--- src/rtl/slot_fmt_pkg.sv ---
package slot_fmt_pkg;
  localparam int SLOT_W = 24;
  localparam int HALF_W = 16;
  localparam int PAD_W  = SLOT_W - HALF_W;
  localparam int MID_W  = PAD_W / 2;

  typedef struct packed {
    logic take;
    logic emit;
  } strobe_t;

  function automatic logic [SLOT_W-1:0] muteWordOf(input logic [2:0] sel);
    logic [SLOT_W-1:0] w;
    case (sel)
      3'd1: w = 24'h800000;
      3'd2: w = 24'h080000;
      3'd3: w = 24'h008000;
      3'd4: w = 24'h000001;
      3'd5: w = 24'h000010;
      3'd6: w = 24'h000100;
      default: w = '0;
    endcase
    return w;
  endfunction

  function automatic logic [SLOT_W-1:0] placeSample(input logic [SLOT_W-1:0] raw,
                                                    input logic is16,
                                                    input logic [1:0] pos);
    logic [SLOT_W-1:0] w;
    if (!is16) w = raw;
    else begin
      case (pos)
        2'd1: w = {{MID_W{1'b0}}, raw[HALF_W-1:0], {MID_W{1'b0}}};
        2'd2: w = {raw[HALF_W-1:0], {PAD_W{1'b0}}};
        default: w = {{PAD_W{1'b0}}, raw[HALF_W-1:0]};
      endcase
    end
    return w;
  endfunction
endpackage

--- src/rtl/slot_fmt_ctrl.sv ---
module slot_fmt_ctrl
  import slot_fmt_pkg::*;
(
  input  logic    clk,
  input  logic    rstN,
  input  logic    frameReq,
  input  logic    hold,
  input  logic    inValid,
  input  logic    underrunClr,
  output logic    inReady,
  output strobe_t strb,
  output logic    underrunFlag
);
  logic starve;

  always_comb begin
    inReady   = frameReq && !hold;
    strb.take = inReady && inValid;
    strb.emit = frameReq;
    starve    = inReady && !inValid;
  end

  always_ff @(posedge clk) begin
    if (!rstN) underrunFlag <= 1'b0;
    else if (starve) underrunFlag <= 1'b1;
    else if (underrunClr) underrunFlag <= 1'b0;
  end
endmodule

--- src/rtl/slot_fmt_datapath.sv ---
module slot_fmt_datapath
  import slot_fmt_pkg::*;
(
  input  logic              clk,
  input  logic              rstN,
  input  strobe_t           strb,
  input  logic [SLOT_W-1:0] inLeft,
  input  logic [SLOT_W-1:0] inRight,
  input  logic              mode16,
  input  logic [1:0]        alignSel,
  input  logic [1:0]        swapSel,
  input  logic              muteLeft,
  input  logic              muteRight,
  input  logic [2:0]        muteSel,
  input  logic [1:0]        underrunMode,
  output logic              outValid,
  output logic [SLOT_W-1:0] outLeft,
  output logic [SLOT_W-1:0] outRight
);
  logic [SLOT_W-1:0] fmtLeft, fmtRight, lastLeft, lastRight;
  logic [SLOT_W-1:0] srcLeft, srcRight, swLeft, swRight, finLeft, finRight;
  logic [SLOT_W-1:0] muteWord;

  always_comb begin
    fmtLeft  = placeSample(inLeft, mode16, alignSel);
    fmtRight = placeSample(inRight, mode16, alignSel);
    muteWord = muteWordOf(muteSel);
    if (strb.take) begin
      srcLeft  = fmtLeft;
      srcRight = fmtRight;
    end else begin
      case (underrunMode)
        2'd1: begin srcLeft = muteWord; srcRight = muteWord; end
        2'd2: begin srcLeft = lastLeft; srcRight = lastRight; end
        default: begin srcLeft = '0; srcRight = '0; end
      endcase
    end
    case (swapSel)
      2'd1: begin swLeft = srcRight; swRight = srcLeft;  end
      2'd2: begin swLeft = srcLeft;  swRight = srcLeft;  end
      2'd3: begin swLeft = srcRight; swRight = srcRight; end
      default: begin swLeft = srcLeft; swRight = srcRight; end
    endcase
    finLeft  = muteLeft  ? muteWord : swLeft;
    finRight = muteRight ? muteWord : swRight;
  end

  always_ff @(posedge clk) begin
    if (!rstN) begin
      outValid  <= 1'b0;
      outLeft   <= '0;
      outRight  <= '0;
      lastLeft  <= '0;
      lastRight <= '0;
    end else begin
      outValid <= strb.emit;
      if (strb.emit) begin
        outLeft  <= finLeft;
        outRight <= finRight;
      end
      if (strb.take) begin
        lastLeft  <= fmtLeft;
        lastRight <= fmtRight;
      end
    end
  end
endmodule

--- src/rtl/audio_slot_formatter.sv ---
module audio_slot_formatter
  import slot_fmt_pkg::*;
(
  input  logic              clk,
  input  logic              rstN,
  input  logic              inValid,
  output logic              inReady,
  input  logic [SLOT_W-1:0] inLeft,
  input  logic [SLOT_W-1:0] inRight,
  input  logic              mode16,
  input  logic [1:0]        alignSel,
  input  logic [1:0]        swapSel,
  input  logic              muteLeft,
  input  logic              muteRight,
  input  logic [2:0]        muteSel,
  input  logic [1:0]        underrunMode,
  input  logic              hold,
  input  logic              frameReq,
  input  logic              underrunClr,
  output logic              outValid,
  output logic [SLOT_W-1:0] outLeft,
  output logic [SLOT_W-1:0] outRight,
  output logic              underrunFlag
);
  strobe_t strb;

  slot_fmt_ctrl u_ctrl (
    .clk(clk), .rstN(rstN), .frameReq(frameReq), .hold(hold),
    .inValid(inValid), .underrunClr(underrunClr), .inReady(inReady),
    .strb(strb), .underrunFlag(underrunFlag)
  );

  slot_fmt_datapath u_dp (
    .clk(clk), .rstN(rstN), .strb(strb), .inLeft(inLeft), .inRight(inRight),
    .mode16(mode16), .alignSel(alignSel), .swapSel(swapSel),
    .muteLeft(muteLeft), .muteRight(muteRight), .muteSel(muteSel),
    .underrunMode(underrunMode), .outValid(outValid),
    .outLeft(outLeft), .outRight(outRight)
  );
endmodule

--- config.mk ---
export PLATFORM = sky130hd
export DESIGN_NAME = audio_slot_formatter
export DESIGN_NICKNAME = d
export VERILOG_FILES = /design/src/rtl/slot_fmt_pkg.sv /design/src/rtl/slot_fmt_ctrl.sv /design/src/rtl/slot_fmt_datapath.sv /design/src/rtl/audio_slot_formatter.sv
export SDC_FILE = /design/constraint.sdc
export NUM_CORES = 1
export LEC_CHECK = 0
export BUFFER_PORTS_ARGS = -buffer_cell sky130_fd_sc_hd__buf_2
export CAP_MARGIN = 25
export CORE_MARGIN = 1
export CORE_UTILIZATION = 50
export DETAILED_ROUTE_END_ITERATION = 8
export PLACE_DENSITY = 0.74
export SYNTH_ARGS = -nofsm -noshare
export SYNTH_HDL_FRONTEND = slang
export SYNTH_SLANG_ARGS = --single-unit
--- constraint.sdc ---
create_clock -name clk -period 6.1 [get_ports clk]
set_clock_uncertainty 0.2 [all_clocks]
set_input_delay 0.915 -clock clk [delete_from_list [all_inputs] [get_ports clk]]
set_output_delay 0.915 -clock clk [all_outputs]
set_load 0.01 [all_outputs]
==> results.ini, run 1 <==
[cells_and_area]
area_growth_pct = 14.2
final_cell_area_um2 = 6140
drive_gt1_share_pct = 19.7
antenna_cells = 0
fillers = 1028
nets = 835
final_common_cell = buf_2
layout_common_cells = buf_2 (116), dfxtp_1 (98), nand2_1 (80)

[synthesis]
synth_cell_types = 46
synthCells = 686
synth-simple-area-share_pct = 23.5
synth.top_cells.by_area = dfxtp_1 (36%), nand2_1 (5.6%), o21ai_0 (5.5%), a21oi_1 (5.1%), nor2b_1 (5.1%)
ys.flop_type = dfxtp_1
synth_top_family_by_area = compound AO/OA/AOI/OAI gates
syn_area_um2 = 5380
synthAdderAreaFrac_pct = 1.40
yosysTopAreaCellShare_pct = 36.5
synthXorXnorAreaFrac_pct = 0
synth_largest_area_cell = dfxtp_1
synth_compound_area_share_pct = 30.2
synth_edf_count = 0
yosysWarnings = 0
syn_nets = 758
synth_seq_cells = 98
avgSynthCellArea_um2 = 7.84
seq_area_frac_synth_pct = 36.5
synth-async-reset-ratio_pct = 0
synth_mux_area_share_pct = 3.16

[route]
drcViolationCount = 0
drt_first_pass_iters = 5
drt_iter0_drc = 436
ant_nets = 0
wl_per_cell_um = 17.9
vias = 5572
viasPerCell = 6.16
wl_mm = 16.2

[sta]
period_needed_ns = 3.34
drv_slew = 0
worst_pin_slew_ns = 0.937
fin_crit_sh_pct = 54.8
clock.fmax_mhz = 299
relSlewSlack_pct = 37.5
timing.final.ws_setup_ns = 2.76
rsz0062_at_grt = no
finalSetupViolCount = 0
setup_tns_ns = 0
hold_ws_ns = 0.238
final-hold-violation-count = 0

[placement]
hpwl_mm = 11.6
pre_cts_ws_ns = 2.46
io_buffers = 116
gp_congestion = 0.898
place_area_um2 = 5910

[clocking]
post_cts_resized = 0
htree_levels = 3
post_cts_buffers = 0
path_clk_slew_ns = 0.10
cts_hold_buf = 0
clkLatencyLatePin_ns = 0.36
cts-root-buf = clkbuf_8
cts_sinks = 98
numCtsBuffers = 9
cts_tree = yes
clock_path_buffers = 2

[global_route]
grt_max_degree = 68
grtUsageTotal_pct = 29.0
grt_overflow_total = 0
antenna_found_initial = 0
grt_pass1_wl_mm = 25.5
grt_pass1_vias = 5022

[floorplan]
die-width_um = 106
fp-row-count = 37
core_area_um2 = 10400
die_area_um2 = 11200
io_pins = 117
initial_core_util_pct = 51.8
die_h_um = 106

[worst_hold_path]
hold_class = reg -> reg

[run_status]
status = completed

[job]
cap_violations = 0

[worst_setup_path]
required_ns = 6.21
start_kind = input port
critPathBufInv = 2
max_stage_delay_ns = 0.61
critical_path.cell_chain = buf_2 > nand3b_1 > buf_4 > nor2_2 > a22oi_1 > a211oi_1 > o221a_2
cpMaxStageDelayCell = nor2_2
crit_arrival_ns = 3.46
cp-end-kind = register
crit_fanout = 67
worst-setup-path-type = in -> reg
critPathTopFamily = simple AND/OR/NAND/NOR gates

[power]
p_leak_nw = 2.52
p_per_area_nw_per_um2 = 216
max-vdd-ir-drop_mv = 0.141

[worst paths after layout]
kind | from | endpoint | slack [ns] | depth (start not counted)
min | u_dp.outLeft[16]$_SDFFE_PN0P_ | u_dp.outLeft[16]$_SDFFE_PN0P_ | 0.24 | 2
max | frameReq | u_dp.outLeft[0]$_SDFFE_PN0P_ | 2.76 | 7
max reg2reg | u_dp.lastLeft[23]$_SDFFE_PN0P_ | u_dp.outLeft[23]$_SDFFE_PN0P_ | 4.66 | 5
min reg2reg | u_dp.outLeft[16]$_SDFFE_PN0P_ | u_dp.outLeft[16]$_SDFFE_PN0P_ | 0.24 | 2
[synth_stat cells (4+ instances only)]
cell type and n:
a22oi_1 28, dfxtp_1 98, mux2i_1 17, buf_1 8, clkbuf_1 29, o32a_1 8
a211oi_1 4, nor2_1 41, a21oi_1 55, nor3_1 18, inv_1 10, buf_2 16
or3_1 4, a21boi_0 6, o31ai_1 12, nand3_1 35, a22o_1 14, nand2_1 80
a32oi_1 4, nor2b_1 44, o21a_1 5, a221oi_1 24, and3_1 6, o21ai_0 59
ha_1 6, nand2b_1 14
[cell type report]
class / instances / area, um2 / area share (%)
multi-input combinational: 521 / 3130 / 51.0
sequential: 98 / 1960 / 31.9
timing repair buffer: 123 / 648 / 10.6
tap: 136 / 170 / 2.77
clock buffer: 12 / 155 / 2.53
inverter: 10 / 37.5 / 0.611
clock inverter: 4 / 35.0 / 0.570
[logic make-up (layout without fill, tap and decap cells)]
family,Yosys count,after routing
adder cells (fa/ha/maj),6,6
AO/OA/AOI/OAI,242,242
AND/OR/NAND/NOR,256,256
flip-flops,98,98
buffers and inverters,67,149
multiplexers,17,17
[layer usage]
metal | vias to the layer above | wire (um) | global-route usage, %
met5 | - | 0 | 0
met4 | 0 | 752 | 15.9
met3 | 53 | 1170 | 2.84
met2 | 291 | 7200 | 45.4
met1 | 2566 | 7040 | 39.3
li1 | 2662 | - | -
[power by group]
part / internal, W / switching, W
logic: 0.0000881 / 0.000156
registers: 0.000661 / 0.0000109
clock network: 0.000175 / 0.000237
total: 0.000924 / 0.000404
[through the flow]
| stage | utilization [%] | power, W | std cells |
|---|---|---|---|
| after detailed placement | 57.0 | 0.000923 | 885 |
| after global placement | 57.0 | 0.000919 | 885 |
| after global routing | 59.2 | 0.00138 | 904 |
| after floorplan | - | 0.000842 | 686 |
| after CTS | 58.9 | 0.00133 | 901 |
| final | 59.2 | 0.00133 | 904 |
[sequential cells by signal, summed over array words and instances, names as in the netlist]
register and count:
u_dp.lastLeft 24, u_dp.lastRight 24, u_dp.outLeft 24, u_dp.outRight 24
u_ctrl.underrunFlag 1, u_dp.outValid 1
[worst reg2reg max path: cells and delay by family (launching register included)]
family,cells,cell delay [ns]
AO/OA/AOI/OAI,4,0.76
flip-flops,1,0.33
AND/OR/NAND/NOR,1,0.05
Power figures use the tool's default switching activity.
==> run 2: changes to the inputs <==
Settings changed: ABC_AREA set to 1.
Clock period 6.1 ns to 3.3 ns, I/O delays scaled along.
==> run 2 against run 1 <==
Compared with the run above:
- first-iteration DRC count is 19% higher
- global-route usage increased by 1.7 points
- die area grew 5.1%
- synthesized area up 5.2%
- worst hold slack better by 0.0083 ns
- non-clock buffer count is 6 higher
- via count increased by 10%
- combinational power is 120% higher
- synthesized cell count increased by 33%
- final cell count increased by 26%
- critical path depth is 5 higher
- setup slack got worse by 1.7 ns
- highest routed layer unchanged
==> results.ini, run 2 <==
[run_status]
status = completed  ; unchanged

[sta]
setup_tns_ns = 0  ; unchanged
fin_crit_sh_pct = 69.3
finalSetupViolCount = 0  ; unchanged
clock.fmax_mhz = 437
relSlewSlack_pct = 35.1  ; was 37.5%
final-hold-violation-count = 0  ; unchanged
worst_pin_slew_ns = 0.972  ; was 0.937 ns
drv_slew = 0  ; unchanged
timing.final.ws_setup_ns = 1.01  ; was 2.76 ns
rsz0062_at_grt = no  ; unchanged
period_needed_ns = 2.29

[floorplan]
die_h_um = 108  ; was 106 um
io_pins = 117  ; unchanged
fp-row-count = 38  ; was 37
initial_core_util_pct = 51.7  ; was 51.8%
die_area_um2 = 11700  ; was 11200 um2
die-width_um = 108  ; was 106 um
core_area_um2 = 10900  ; was 10400 um2

[clocking]
clock_path_buffers = 2  ; unchanged
cts_sinks = 98  ; unchanged
post_cts_buffers = 0  ; unchanged
cts-root-buf = clkbuf_16  ; was clkbuf_8
cts_hold_buf = 0  ; unchanged
numCtsBuffers = 9  ; unchanged
cts_tree = yes  ; unchanged
post_cts_resized = 0  ; unchanged
clkLatencyLatePin_ns = 0.35  ; was 0.36 ns
htree_levels = 3  ; unchanged
path_clk_slew_ns = 0.07  ; was 0.10 ns

[synthesis]
syn_area_um2 = 5660  ; was 5380 um2
avgSynthCellArea_um2 = 6.21  ; was 7.84 um2
synth.top_cells.by_area = dfxtp_1 (35%), nand2_1 (24%), nand3_1 (9.4%), a21oi_1 (7.8%), inv_1 (4.4%)  ; was dfxtp_1 (36%), nand2_1 (5.6%), o21ai_0 (5.5%), a21oi_1 (5.1%), nor2b_1 (5.1%)
synth_largest_area_cell = dfxtp_1  ; unchanged
synthTopCellsByCount = nand2_1 (363), nand3_1 (106), dfxtp_1 (98), a21oi_1 (88), inv_1 (67)  ; was dfxtp_1 (98), nand2_1 (80), o21ai_0 (59), a21oi_1 (55), nor2b_1 (44)
yosysTopAreaCellShare_pct = 34.7  ; was 36.5%
seq_area_frac_synth_pct = 34.7  ; was 36.5%
syn_nets = 983  ; was 758
synthCells = 911  ; was 686
ys.flop_type = dfxtp_1  ; unchanged
synth_cell_types = 26  ; was 46
synth-async-reset-ratio_pct = 0  ; unchanged
synth_seq_cells = 98  ; unchanged
synth_edf_count = 0  ; unchanged
synth_most_common_cell = nand2_1  ; was dfxtp_1
yosysWarnings = 0  ; unchanged

[cells_and_area]
drive_gt1_share_pct = 15.8  ; was 19.7%
antenna_cells = 0  ; unchanged
final_common_cell = nand2_1  ; was buf_2
final_cell_area_um2 = 6480  ; was 6140 um2
nets = 1062  ; was 835
final-instance-count-excl-fill = 1135  ; was 904
area_growth_pct = 14.6  ; was 14.2%
layout_common_cells = nand2_1 (363), buf_2 (116), nand3_1 (106)  ; was buf_2 (116), dfxtp_1 (98), nand2_1 (80)
fin_util_pct = 59.3  ; was 59.2%

[worst_setup_path]
start_kind = input port  ; unchanged
required_ns = 3.31  ; was 6.21 ns
worst-r2r-cell-count = 6  ; was 5
worst-setup-path-type = in -> reg  ; unchanged
crit_fanout = 51  ; was 67
cp-end-kind = register  ; unchanged
crit_arrival_ns = 2.30  ; was 3.46 ns

[route]
wl_mm = 17.3  ; was 16.2 mm
drcViolationCount = 0  ; unchanged
routed.top_layer = met4  ; unchanged
drt_first_pass_iters = 5  ; unchanged
viasPerCell = 5.42  ; was 6.16
wl_met2_mm = 8.39  ; was 7.20 mm
wl_met3_mm = 1.09  ; was 1.17 mm
ant_nets = 0  ; unchanged
met1_length_mm = 7.14  ; was 7.04 mm
vias = 6155  ; was 5572
drt_iter0_drc = 518  ; was 436
wl_per_cell_um = 15.2  ; was 17.9 um

[placement]
gp_congestion = 0.884  ; was 0.898
place_inst = 1119  ; was 885
io_buffers = 116  ; unchanged
hpwl_mm = 12.0  ; was 11.6 mm
place_area_um2 = 6210  ; was 5910 um2
pre_cts_ws_ns = 0.695  ; was 2.46 ns

[global_route]
grt_max_degree = 75  ; was 68
grtUsageTotal_pct = 30.7  ; was 29.0%
grt_pass1_vias = 5580  ; was 5022
grt_overflow_total = 0  ; unchanged
grt_pass1_wl_mm = 27.7  ; was 25.5 mm
antenna_found_initial = 0  ; unchanged

[power]
p_per_area_nw_per_um2 = 429  ; was 216 nW/um2
p_leak_nw = 3.18  ; was 2.52 nW
max-vdd-ir-drop_mv = 0.312  ; was 0.141 mV

[worst_hold_path]
whs_path_depth = 2  ; unchanged
hold_class = reg -> reg  ; unchanged

[job]
cap_violations = 0  ; unchanged

-- run 2: cell count changes in the layout (fill, tap and decap cells not counted), moves of 16 or more --
cell / previous run / this run
nor3_1: 18 / 2
a221oi_1: 24 / 0
a21oi_1: 55 / 88
nand2_1: 80 / 363
a22oi_1: 28 / 0
o21ai_0: 59 / 39
nand3_1: 35 / 106
mux2i_1: 17 / 0
o211ai_1: 3 / 30
nor2b_1: 43 / 0
nor2_1: 41 / 23
inv_1: 10 / 67
-- run 2: final cells by class --
| cell class | count | area (um2) |
|---|---|---|
| Clock inverter | 6 | 42.5 |
| Clock buffer | 10 | 229 |
| Multi-Input combinational cell | 681 | 3110 |
| Sequential cell | 98 | 1960 |
| Inverter | 71 | 268 |
| Tap cell | 140 | 175 |
| Timing Repair Buffer | 129 | 691 |
| Fill cell | 1142 | 4450 |
-- run 2: metal layers --
layer  vias up  global-route usage, %
met5         -                      0
met4         0                   13.6
met3        46                   5.42
met2       232                   52.8
met1      2779                   37.4
li1       3098                      -
-- run 2: final timing paths --
| kind | end | startpoint | slack (ns) |
|---|---|---|---|
| worst max-delay path | u_dp.outLeft[5]$_SDFFE_PN0P_ | alignSel[0] | 1.01 |
| worst min-delay path | u_dp.lastLeft[20]$_SDFFE_PN0P_ | u_dp.lastLeft[20]$_SDFFE_PN0P_ | 0.25 |
| worst max register to register | u_dp.outRight[2]$_SDFFE_PN0P_ | u_dp.lastLeft[2]$_SDFFE_PN0P_ | 1.98 |
| worst min register to register | u_dp.lastLeft[20]$_SDFFE_PN0P_ | u_dp.lastLeft[20]$_SDFFE_PN0P_ | 0.25 |
-- run 2: worst max-delay path, cell delays in order --
cell     delay, ns
buf_2         0.09
inv_1         0.04
ha_1          0.32
nor2_4        0.11
buf_4         0.43
o21ai_0       0.15
o21ai_0       0.15
nand2_1       0.10
nand2_1       0.12
nand2_1       0.05
nand3_1       0.15
a21oi_1       0.07
-- run 2: logic make-up after synthesis --
kind of cell	after synthesis	share of synthesized area, %
buf+inv	132	10.3
fa+ha+maj	6	1.33
simple gates	516	38.3
flops	98	34.7
compound gates	159	15.4
-- run 2: stage by stage --
stage	total power [W]	hold WS, ns
after floorplan	0.00163	0.222
after detailed placement	0.00181	0.234
final	0.00278	0.246
after global routing	0.00291	0.262
after CTS	0.00279	0.245
after global placement	0.00180	0.229
-- run 2: report_power, final --
part	switching [W]	internal (W)	total (W)
clock network	0.000477	0.000513	0.000990
logic	0.000357	0.000176	0.000533
registers	0.0000237	0.00123	0.00126
total	0.000857	0.00192	0.00278
